==> src/rtl/usbdev_irq_pkg.sv <==
package usbdev_irq_pkg;
  localparam int REG_W    = 16;
  localparam int NUM_EP   = 7;
  localparam int EP_LO    = 1;
  localparam int BIT_VBUS = 15;
  localparam int BIT_ID   = 14;
  localparam int BIT_TMO  = 11;
  localparam int BIT_SOF  = 9;
  localparam int BIT_RST  = 8;

  typedef enum logic [1:0] {
    ADDR_ENABLE = 2'd0,
    ADDR_STATUS = 2'd1,
    ADDR_PERIOD = 2'd2,
    ADDR_FRAME  = 2'd3
  } reg_addr_e;

  // Implemented bits of the enable/status words for a given instance.
  function automatic logic [REG_W-1:0] impl_mask(input int inst);
    logic [REG_W-1:0] m;
    m = '0;
    m[BIT_TMO] = 1'b1;
    m[BIT_SOF] = 1'b1;
    m[BIT_RST] = 1'b1;
    for (int e = 0; e < NUM_EP; e++) m[EP_LO+e] = 1'b1;
    if (inst == 1) begin
      m[BIT_VBUS] = 1'b1;
      m[BIT_ID]   = 1'b1;
    end
    return m;
  endfunction
endpackage

==> src/rtl/usbdev_async_edge.sv <==
module usbdev_async_edge #(
  parameter int STAGES = 2
) (
  input  logic clk,
  input  logic rst_n,
  input  logic async_i,
  output logic toggle_o
);
  logic [STAGES-1:0] sync_q;
  logic              last_q;
  logic [STAGES:0]   prime_q;

  always_ff @(posedge clk or negedge rst_n) begin
    if (!rst_n) begin
      sync_q  <= '0;
      last_q  <= 1'b0;
      prime_q <= '0;
    end else begin
      sync_q  <= {sync_q[STAGES-2:0], async_i};
      last_q  <= sync_q[STAGES-1];
      prime_q <= {prime_q[STAGES-1:0], 1'b1};
    end
  end

  // Edges only count once the history flop holds a real sample.
  assign toggle_o = prime_q[STAGES] & (sync_q[STAGES-1] ^ last_q);
endmodule

==> src/rtl/usbdev_sof_watchdog.sv <==
module usbdev_sof_watchdog #(
  parameter int CNT_W   = 16,
  parameter int FRAME_W = 16
) (
  input  logic               clk,
  input  logic               rst_n,
  input  logic               sof_i,
  input  logic [CNT_W-1:0]   period_i,
  output logic               tmo_o,
  output logic [CNT_W-1:0]   cnt_o,
  output logic [FRAME_W-1:0] frame_o
);
  logic [CNT_W-1:0]   cnt_q;
  logic [FRAME_W-1:0] frame_q;
  logic               armed;

  assign armed = (period_i != '0);
  assign tmo_o = armed & ~sof_i & (cnt_q >= period_i - 1'b1);

  always_ff @(posedge clk or negedge rst_n) begin
    if (!rst_n) begin
      cnt_q <= '0;
    end else if (sof_i || !armed || tmo_o) begin
      cnt_q <= '0;
    end else begin
      cnt_q <= cnt_q + 1'b1;
    end
  end

  always_ff @(posedge clk or negedge rst_n) begin
    if (!rst_n) begin
      frame_q <= '0;
    end else if (sof_i) begin
      frame_q <= '0;
    end else if (tmo_o && (frame_q != '1)) begin
      frame_q <= frame_q + 1'b1;
    end
  end

  assign cnt_o   = cnt_q;
  assign frame_o = frame_q;
endmodule

==> src/rtl/usbdev_evt_status.sv <==
module usbdev_evt_status #(
  parameter int             W    = 16,
  parameter logic [W-1:0]   MASK = '1
) (
  input  logic         clk,
  input  logic         rst_n,
  input  logic [W-1:0] set_i,
  input  logic         en_we_i,
  input  logic         clr_we_i,
  input  logic [W-1:0] wdata_i,
  output logic [W-1:0] enable_o,
  output logic [W-1:0] status_o,
  output logic         irq_o
);
  for (genvar b = 0; b < W; b++) begin : g_bit
    if (MASK[b]) begin : g_impl
      logic en_q, st_q;
      always_ff @(posedge clk or negedge rst_n) begin
        if (!rst_n) begin
          en_q <= 1'b0;
          st_q <= 1'b0;
        end else begin
          if (en_we_i) en_q <= wdata_i[b];
          // A fresh event outranks a clear in the same cycle.
          st_q <= set_i[b] | (st_q & ~(clr_we_i & wdata_i[b]));
        end
      end
      assign enable_o[b] = en_q;
      assign status_o[b] = st_q;
    end else begin : g_rsvd
      assign enable_o[b] = 1'b0;
      assign status_o[b] = 1'b0;
    end
  end

  logic unused_rsvd;
  assign unused_rsvd = ^(set_i & ~MASK);

  assign irq_o = |(status_o & enable_o);
endmodule

==> src/rtl/usbdev_irq_ctrl.sv <==
module usbdev_irq_ctrl
  import usbdev_irq_pkg::*;
#(
  parameter int             DEV_INST    = 1,
  parameter int             FRAME_W     = 16,
  parameter int             SYNC_STAGES = 2,
  parameter logic [15:0]    PERIOD_RST  = 16'd1000
) (
  input  logic              clk,
  input  logic              rst_n,
  input  logic [1:0]        bus_addr,
  input  logic              bus_wr,
  input  logic [15:0]       bus_wdata,
  output logic [15:0]       bus_rdata,
  input  logic              vbus_async,
  input  logic              otg_id_async,
  input  logic              ev_bus_reset,
  input  logic              ev_sof,
  input  logic [6:0]        ep_done,
  input  logic [6:0]        ep_nak,
  input  logic [6:0]        ep_nak_en,
  output logic              irq
);
  localparam logic [REG_W-1:0] MASK = impl_mask(DEV_INST);

  reg_addr_e          addr;
  logic [REG_W-1:0]   set_vec, enable, status, period_q, wd_cnt;
  logic [FRAME_W-1:0] frame_cnt;
  logic               vbus_tgl, id_tgl, tmo;
  logic               en_we, clr_we;

  assign addr   = reg_addr_e'(bus_addr);
  assign en_we  = bus_wr && (addr == ADDR_ENABLE);
  assign clr_we = bus_wr && (addr == ADDR_STATUS);

  if (DEV_INST == 1) begin : g_line_src
    usbdev_async_edge #(.STAGES(SYNC_STAGES)) u_vbus (
      .clk(clk), .rst_n(rst_n), .async_i(vbus_async), .toggle_o(vbus_tgl));
    usbdev_async_edge #(.STAGES(SYNC_STAGES)) u_id (
      .clk(clk), .rst_n(rst_n), .async_i(otg_id_async), .toggle_o(id_tgl));
  end else begin : g_no_line_src
    logic unused_lines;
    assign unused_lines = vbus_async ^ otg_id_async;
    assign vbus_tgl = 1'b0;
    assign id_tgl   = 1'b0;
  end

  always_ff @(posedge clk or negedge rst_n) begin
    if (!rst_n) period_q <= PERIOD_RST;
    else if (bus_wr && addr == ADDR_PERIOD) period_q <= bus_wdata;
  end

  usbdev_sof_watchdog #(.CNT_W(REG_W), .FRAME_W(FRAME_W)) u_wd (
    .clk(clk), .rst_n(rst_n), .sof_i(ev_sof), .period_i(period_q),
    .tmo_o(tmo), .cnt_o(wd_cnt), .frame_o(frame_cnt));

  always_comb begin
    set_vec           = '0;
    set_vec[BIT_VBUS] = vbus_tgl;
    set_vec[BIT_ID]   = id_tgl;
    set_vec[BIT_TMO]  = tmo;
    set_vec[BIT_SOF]  = ev_sof;
    set_vec[BIT_RST]  = ev_bus_reset;
    for (int e = 0; e < NUM_EP; e++)
      set_vec[EP_LO+e] = ep_done[e] | (ep_nak[e] & ep_nak_en[e]);
  end

  usbdev_evt_status #(.W(REG_W), .MASK(MASK)) u_st (
    .clk(clk), .rst_n(rst_n), .set_i(set_vec), .en_we_i(en_we),
    .clr_we_i(clr_we), .wdata_i(bus_wdata), .enable_o(enable),
    .status_o(status), .irq_o(irq));

  always_comb begin
    unique case (addr)
      ADDR_ENABLE: bus_rdata = enable;
      ADDR_STATUS: bus_rdata = status;
      ADDR_PERIOD: bus_rdata = period_q;
      default:     bus_rdata = REG_W'(frame_cnt);
    endcase
  end
endmodule

==> config.mk <==
export PLATFORM = sky130hd
export DESIGN_NAME = usbdev_irq_ctrl
export DESIGN_NICKNAME = d
export VERILOG_FILES = /design/src/rtl/usbdev_irq_pkg.sv /design/src/rtl/usbdev_async_edge.sv /design/src/rtl/usbdev_sof_watchdog.sv /design/src/rtl/usbdev_evt_status.sv /design/src/rtl/usbdev_irq_ctrl.sv
export SDC_FILE = /design/constraint.sdc
export NUM_CORES = 1
export LEC_CHECK = 0
export BUFFER_PORTS_ARGS = -buffer_cell sky130_fd_sc_hd__buf_2
export CAP_MARGIN = 10
export CORE_MARGIN = 2
export CORE_UTILIZATION = 36
export CTS_CLUSTER_DIAMETER = 100
export DETAILED_ROUTE_END_ITERATION = 12
export REMOVE_ABC_BUFFERS = 1
export SLEW_MARGIN = 10
export SYNTH_ARGS = -nofsm -noshare
export SYNTH_HDL_FRONTEND = slang
export SYNTH_SLANG_ARGS = --single-unit
==> constraint.sdc <==
create_clock -name clk -period 11.15 [get_ports clk]
set_input_delay 1.115 -clock clk [delete_from_list [all_inputs] [get_ports clk]]
set_output_delay 1.115 -clock clk [all_outputs]
set_load 0.02 [all_outputs]
==> results of run 1 <==
-- worst paths after layout --
check,depth (start not counted),from,endpoint
setup / recovery,13,period_q[0],u_wd.frame_o[15]
hold / removal,0,g_line_src.u_vbus.sync_q[0],g_line_src.u_vbus.sync_q[1]
setup reg to reg,13,period_q[0],u_wd.frame_o[15]
hold reg to reg,0,g_line_src.u_vbus.sync_q[0],g_line_src.u_vbus.sync_q[1]
max in group asynchronous,1,rst_n,period_q[1]
min in group asynchronous,1,rst_n,g_line_src.u_id.sync_q[1]
-- through the flow --
step,std cells,setup slack [ns],util (%),hold WS (ns),power [mW]
final,632,6.862,43.56,0.3476,0.8301
after global routing,632,6.660,43.56,0.3556,0.8607
after CTS,632,6.880,43.56,0.3503,0.8368
after detailed placement,616,6.905,40.71,0.3358,0.4912
after global placement,616,7.071,40.71,0.3320,0.4850
after floorplan,386,7.170,-,0.3312,0.4322
-- layout by cell type (no fill, tap or decap), types with 2 or more instances in the layout --
cell,count
nor2_1,30
xor2_1,19
xnor2_1,12
bufinv_16,3
and4_1,4
nand4_1,10
and3_1,6
or3_1,5
nand2_1,35
dfrtp_1,75
buf_2,61
or4_1,8
nor2b_1,10
o31ai_1,6
ha_1,19
mux4_2,12
nand2b_1,3
clkbuf_16,9
mux2_2,31
a221oi_1,3
mux2i_1,5
inv_1,6
dfstp_2,6
nor4_1,6
nor4b_1,2
a221o_1,7
nor3_1,6
a21o_1,3
nand3_1,13
a22o_1,5
a21oi_1,18
o21a_1,2
a211oi_1,2
o21ai_0,7
-- metal layers --
metal  vias to the layer above  routed length, um  global-route usage [%]
met5                         -                  0                       0
met4                         0                239                   7.470
met3                        21                501                   3.110
met2                        76               5846                   30.63
met1                      1731               4761                   22.79
li1                       1609                  -                       -
-- worst max-delay path, stage by stage, from the launching register on --
cell and delay (ns):
dfrtp_1 0.40, inv_1 0.09, ha_1 0.21, nor2b_1 0.23
nand2_1 0.15, or4b_2 0.65, xor2_1 0.16, ha_1 0.29
nand4_1 0.14, or4_1 0.55, o32a_1 0.32, and2_4 0.25
nor4_1 0.35, mux2_2 0.37
-- area by class of cell --
| cell class | count | area [um^2] |
|---|---|---|
| inverter | 6 | 22.52 |
| timing repair buffer | 62 | 312.8 |
| fill | 1141 | 6808 |
| tap | 168 | 210.2 |
| clock buffer | 10 | 229.0 |
| clock inverter | 6 | 115.1 |
| sequential | 81 | 2034 |
| multi-input combinational | 299 | 2330 |
-- power by group through the flow --
stage / clock, mW / combinational (mW) / sequential (mW)
finish: 0.345 / 0.132 / 0.353
global route: 0.360 / 0.144 / 0.357
CTS: 0.350 / 0.134 / 0.353
detailed placement: 0 / 0.133 / 0.358
global placement: 0 / 0.129 / 0.356
floorplan: 0 / 0.0869 / 0.345
-- synth_stat cells, drive strengths merged, types with 2 or more instances --
cell / count
a211oi: 2
a21o: 3
a21oi: 18
a221o: 7
a221oi: 3
a22o: 5
and3: 6
and4: 4
buf: 4
clkbuf: 10
dfrtp: 75
dfstp: 6
ha: 19
inv: 6
mux2: 31
mux2i: 5
mux4: 12
nand2: 35
nand2b: 3
nand3: 13
nand4: 10
nor2: 30
nor2b: 10
nor3: 6
nor4: 6
nor4b: 2
o21a: 2
o21ai: 7
o31ai: 6
or3: 5
or4: 8
xnor2: 12
xor2: 19
-- flip-flops by register name (all words and copies together), names as in the netlist --
name,flops
g_line_src.u_vbus.sync_q,2
u_wd.frame_o,16
g_line_src.u_vbus.last_q,1
u_st.g_bit.g_impl.en_q,12
u_wd.cnt_o,16
g_line_src.u_id.last_q,1
g_line_src.u_id.sync_q,2
period_q,16
g_line_src.u_id.prime_q,3
u_st.g_bit.g_impl.st_q,12
-- kinds of logic after synthesis --
kind of cell | Yosys count
and+or+nand+nor | 143
DFF | 81
AOI/OAI and AO/OA | 57
muxes | 48
xor gates and xnor gates | 31
buffers and inverters | 20
adders and majority gates | 19
other | 1
==> summary.md, run 1 <==
| Metric | Value |
|---|---|
| Final nets | 524 |
| Top cells by area, synth | dfrtp_1, mux2_2, mux4_2 |
| Setup TNS | 0 ns |
| EDFF count, synth | 0 |
| Fmax | 233.2 MHz |
| Final GP Congestion | 0.9094 |
| Final HPWL DP | 8438 um |
| First-pass GRT wire length | 17890 um |
| Starting Density | 36.91% |
| Area grow syn2layout | 18.02% |
| Int Pwr | 0.6066 mW |
| Post-synthesis compound-gate area fraction | 8.938% |
| Post-CTS setup buffers | 0 |
| RSZ-0062 raised after global routing | false |
| Drt drc | 0 |
| Fin crit share | 38.46% |
| H-tree Lvls | 3 |
| Fin crit period | 4.288 ns |
| Sw Share | 26.92% |
| CTS Buf Count | 9 |
| Pwr per Cell Area | 158.0 nW/um^2 |
| Synth Area in Adders | 5.340% |
| Core Rows | 40 |
| Final instance area | 5254 um^2 |
| Vias post-DR | 3437 |
| Initial DRC Count | 231 |
| Final Hold Fails | 0 |
| Slew @ Worst Pin | 1.187 ns |
| Synthesized cell area | 4452 um^2 |
| Synth warnings | 0 |
| Layout cell share with drive strength beyond 1 | 27.80% |
| Die Height | 115.2 um |
| Syn Inst Count | 400 |
| R2r setup slk | 6.86 ns |
| Post-Route WL | 11350 um |
| CTS tree | done |
| Leading area contributor after synthesis | dfrtp_1 |
| Average cell area after synthesis | 11.13 um^2 |
| DR WL/cell | 17.96 um |
| Sequential-to-total area share from yosys stat | 45.70% |
| CP Launch Type | flop |
| Post-Synth XOR/XNOR Area | 6.099% |
| Vias per inst | 5.438 |
| Sequential share of power | 42.5% |
| P_sw | 0.2235 mW |
| CP endpoint kind | flop |
| Post-CTS sizing | 0 |
| CTS sink cnt | 81 |
| Clock Latency Late Sink | 0.35 ns |
| Worst Clk Skew | 0.006886 ns |
| Gr ovfl total | 0 |
| Arrival @ worst endpoint | 4.52 ns |
| Crit path max fanout | 28 |
| Synth async-reset ratio | 100.0% |
| Clock power share | 41.6% |
| Inserted Diodes | 0 |
| Synth cell types | 44 |
| CTS Buffer Depth | 2 |
| Clk pin slew, worst setup/hold paths | 0.06 ns |
| I/O pin total | 63 |
| Max Cap Violations | 0 |
| Die area | 13270 um^2 |
| DIE WIDTH | 115.2 um |
| VDD IR max | 0.00006650 V |
| FF+latch count, synth | 81 |
| Max_slew headroom | 20.50% |
| Finish-stage setup viols | 0 |
| CP Class | reg -> reg |
| Largest net degree at the start of global routing | 82 |
| ANT nets after route | 0 |
| Status | complete, no violations |
| Hold_buf cts | 0 |
| Post-synth top area share | 42.16% |
| Initial antenna violation count | 0 |
| Simple-gate share of the synthesized area | 16.72% |
| Top FF cell, synth | dfrtp_1 |
| Root buffer cell | clkbuf_16 |
| Core ar. | 12060 um^2 |
| Global Route Usage Sum | 18.03% |
| Leak | 2.180 nW |
| Vias in the first global route | 3390 |
| Hold Path Class | reg -> reg |
| Drt first pass iters | 4 |
| Max-slew violation count | 0 |
| Largest family of logic cells by synthesized area | simple AND/OR/NAND/NOR gates |
| I/O Buffers | 62 |
| Placed cell area | 4910 um^2 |
| Logic gate share of total power | 15.9% |
| Worst path required time | 11.38 ns |
| Post-synthesis mux area share | 15.04% |
No activity file was read; power rests on OpenSTA's default activity.
==> run 2: changes to the inputs <==
- clock period: 11.15 -> 4.1 ns (I/O delays scaled with it)
==> run 2 against run 1 <==
Utilization is 1.7 points higher; global-route usage is 0.53 points higher; die area stayed put; cell count is 2.7% higher; clock power grew to 2.7 times the previous value; clock-buffer cell count is 1 higher; design area is 4.0% higher; combinational power grew to 3.2 times the previous value; worst setup slack worse by 6.8 ns.
==> summary.md, run 2 (same netlist as run 1, synthesis figures left out) <==
| Metric | Value |
|---|---|
| Worst Clk Skew | 0.008948 ns (+0.002062 ns) |
| Largest net degree at the start of global routing | 82 (unchanged) |
| P_sw | 0.6143 mW (+170%) |
| ANT nets after route | 0 (unchanged) |
| Routed wl met2 | 5827 um (-0.33%) |
| Clk pin slew, worst setup/hold paths | 0.06 ns (about the same) |
| Setup TNS | 0 ns (unchanged) |
| Slew @ Worst Pin | 1.278 ns (+0.09099 ns) |
| First-pass GRT wire length | 18600 um (+3.9%) |
| Delay-heaviest family, CP | simple AND/OR/NAND/NOR gates |
| Clock power share | 40.9% (-0.7 points) |
| Worst path required time | 4.32 ns (-7.06 ns) |
| Placed cell area | 5000 um^2 (+1.8%) |
| Clock Latency Late Sink | 0.34 ns (about the same) |
| Arrival @ worst endpoint | 4.24 ns (-0.28 ns) |
| R2r endpoint | u_wd.frame_o[8] |
| Drt drc | 0 (unchanged) |
| Hold WS | 0.1706 ns (-0.1771 ns) |
| CTS Buf Count | 9 (unchanged) |
| Inserted Diodes | 0 (unchanged) |
| Fmax | 249.0 MHz (+6.8%) |
| Total power | 2.309 mW (+180%) |
| Vias per inst | 5.468 (+0.55%) |
| Max Cap Violations | 0 (unchanged) |
| Buffers & Inverters on Critical Path | 0 (-1) |
| Post-Route WL | 11860 um (+4.5%) |
| Crit path to | u_wd.frame_o[8] |
| Gr ovfl total | 0 (unchanged) |
| Placed Cells | 628 (+1.9%) |
| Logic gate share of total power | 18.2% (+2.3 points) |
| Met3 WL | 485 um (-3.2%) |
| CP endpoint kind | flop |
| Most common cell after layout, fill and taps aside | dfrtp_1 |
| I/O Buffers | 62 (unchanged) |
| Most frequent cells in the layout | dfrtp_1, buf_2, nand2_1, mux2_2, nor2_1 |
| CP Cell Sequence | or4_4 > or4b_4 > xor2_1 > ha_1 > nand4_1 > or4_1 > o32a_1 > and2_4 > nor4_2 > mux2_2 |
| Finish-stage setup viols | 0 (unchanged) |
| DIE WIDTH | 115.2 um (unchanged) |
| Drt first pass iters | 5 (+1) |
| Fin crit share | 97.96% (+59 points) |
| CP Class | reg -> reg |
| Layout cell share with drive strength beyond 1 | 32.85% (+5.0 points) |
| Pwr per Cell Area | 422.7 nW/um^2 (+170%) |
| Vias post-DR | 3549 (+3.3%) |
| CTS Buffer Depth | 2 (unchanged) |
| WP depth | 10 (-3) |
| Vias in the first global route | 3464 (+2.2%) |
| DR top layer | met4 |
| H-tree Lvls | 3 (unchanged) |
| Reg2Reg Launch Point | period_q[10] |
| Max_slew headroom | 13.70% (-6.8 points) |
| Max incr delay on CP | 0.55 ns (-0.10 ns) |
| Final instance area | 5461 um^2 (+4.0%) |
| Sw Share | 26.61% (-0.31 points) |
| RSZ-0062 raised after global routing | false |
| Final nets | 541 (+3.2%) |
| DR WL/cell | 18.28 um (+1.8%) |
| Die area | 13270 um^2 (unchanged) |
| M1 wire length | 5269 um (+11%) |
| Fin crit period | 4.016 ns (-0.2721 ns) |
| Reg2reg path depth | 10 (-3) |
| Area grow syn2layout | 22.68% |
| Max-slew violation count | 0 (unchanged) |
| Status | complete, no violations |
| Hold Path Class | in -> reg |
| Starting Density | 36.91% (unchanged) |
| Die Height | 115.2 um (unchanged) |
| Final HPWL DP | 8470 um (+0.39%) |
| VDD IR max | 0.0001747 V (+160%) |
| Final GP Congestion | 0.9082 (-0.13%) |
| Final Hold Fails | 0 (unchanged) |
| Final std cells w/o fill | 649 (+2.7%) |
| Root buffer cell | clkbuf_16 |
| CTS tree | done |
| Core Rows | 40 (unchanged) |
| Hold_buf cts | 0 (unchanged) |
| Critical path origin | period_q[10] |
| Core ar. | 12060 um^2 (unchanged) |
| Initial antenna violation count | 0 (unchanged) |
| Master of the slowest instance on the critical path | or4_1 |
| Sequential share of power | 40.9% (-1.6 points) |
| Fill count | 1110 (-2.7%) |
| Int Pwr | 1.694 mW (+180%) |
| Initial DRC Count | 293 (+27%) |
| Global Route Usage Sum | 18.55% (+0.53 points) |
| CP Launch Type | flop |
| CTS sink cnt | 81 (unchanged) |
| I/O pin total | 63 (unchanged) |
| R2r setup slk | 0.08 ns (-6.78 ns) |
| Leak | 2.291 nW (+5.1%) |
| Crit path max fanout | 7 (-75%) |
-- run 2: cell types whose count changed in the layout (fill, tap and decap cells not counted), moves of 2 or more --
cell     delta
buf_4      +15
nor4_1      -3
or4_1       -3
or4_4       +3
a21oi_1     -2
a21oi_2     +2
nor4_2      +2
-- run 2: final cells by class --
| cell class | instances | area (um^2) | area share, % |
|---|---|---|---|
| clock buffers | 11 | 242.7 | 4.444 |
| clock inverters | 5 | 103.9 | 1.901 |
| inverters | 6 | 22.52 | 0.4124 |
| multi-input cells | 301 | 2422 | 44.35 |
| flip-flops and latches | 81 | 2034 | 37.25 |
| well taps | 168 | 210.2 | 3.849 |
| repair buffers | 77 | 425.4 | 7.789 |
-- run 2: timing repair --
action | 4_1_cts | 5_1_grt
pin swaps | 0 | 6
buffers inserted | 0 | 3
endpoints found under the setup margin | 7 | 8
resized for setup | 3 | 15
cloned | 1 | 1
-- run 2: worst reg2reg max path, delay by kind of cell, from the launching register on --
family | cells | cell delay (ns)
flops | 1 | 0.38
simple gates | 6 | 2.26
mux | 1 | 0.36
compound gates | 1 | 0.44
xor+xnor | 1 | 0.16
fa+ha+maj | 1 | 0.31
-- run 2: worst min-delay path by stage --
stage               slack, ns                     endpoint                        start  cells after the start
floorplan                0.11       g_line_src.u_id.last_q                        rst_n                      0
global placement         0.33  g_line_src.u_vbus.sync_q[1]  g_line_src.u_vbus.sync_q[0]                      0
detailed placement       0.33  g_line_src.u_vbus.sync_q[1]  g_line_src.u_vbus.sync_q[0]                      0
CTS                      0.16    g_line_src.u_id.sync_q[0]                 otg_id_async                      1
global route             0.17    g_line_src.u_id.sync_q[0]                 otg_id_async                      1
finish                   0.17    g_line_src.u_id.sync_q[0]                 otg_id_async                      1
-- run 2: stage by stage --
stage / utilization, % / setup WS, ns
6_report: 45.28 / 0.08363
3_3_place_gp: 41.45 / 0.09297
3_5_place_dp: 41.45 / -0.05673
2_1_floorplan: - / 0.1198
4_1_cts: 44.48 / -0.01204
5_1_grt: 45.28 / 0.03540
-- run 2: layer usage --
layer,GRT usage [%],vias to the layer above
li1,-,1647
met1,24.97,1771
met2,30.04,111
met3,2.319,20
met4,8.434,0
met5,0,-
-- run 2: power groups by stage --
stage | registers [mW] | clock network, mW | logic, mW
floorplan | 0.939 | 0 | 0.236
global placement | 0.951 | 0 | 0.399
detailed placement | 0.953 | 0 | 0.407
CTS | 0.940 | 0.959 | 0.411
global route | 0.951 | 0.990 | 0.458
finish | 0.945 | 0.944 | 0.419
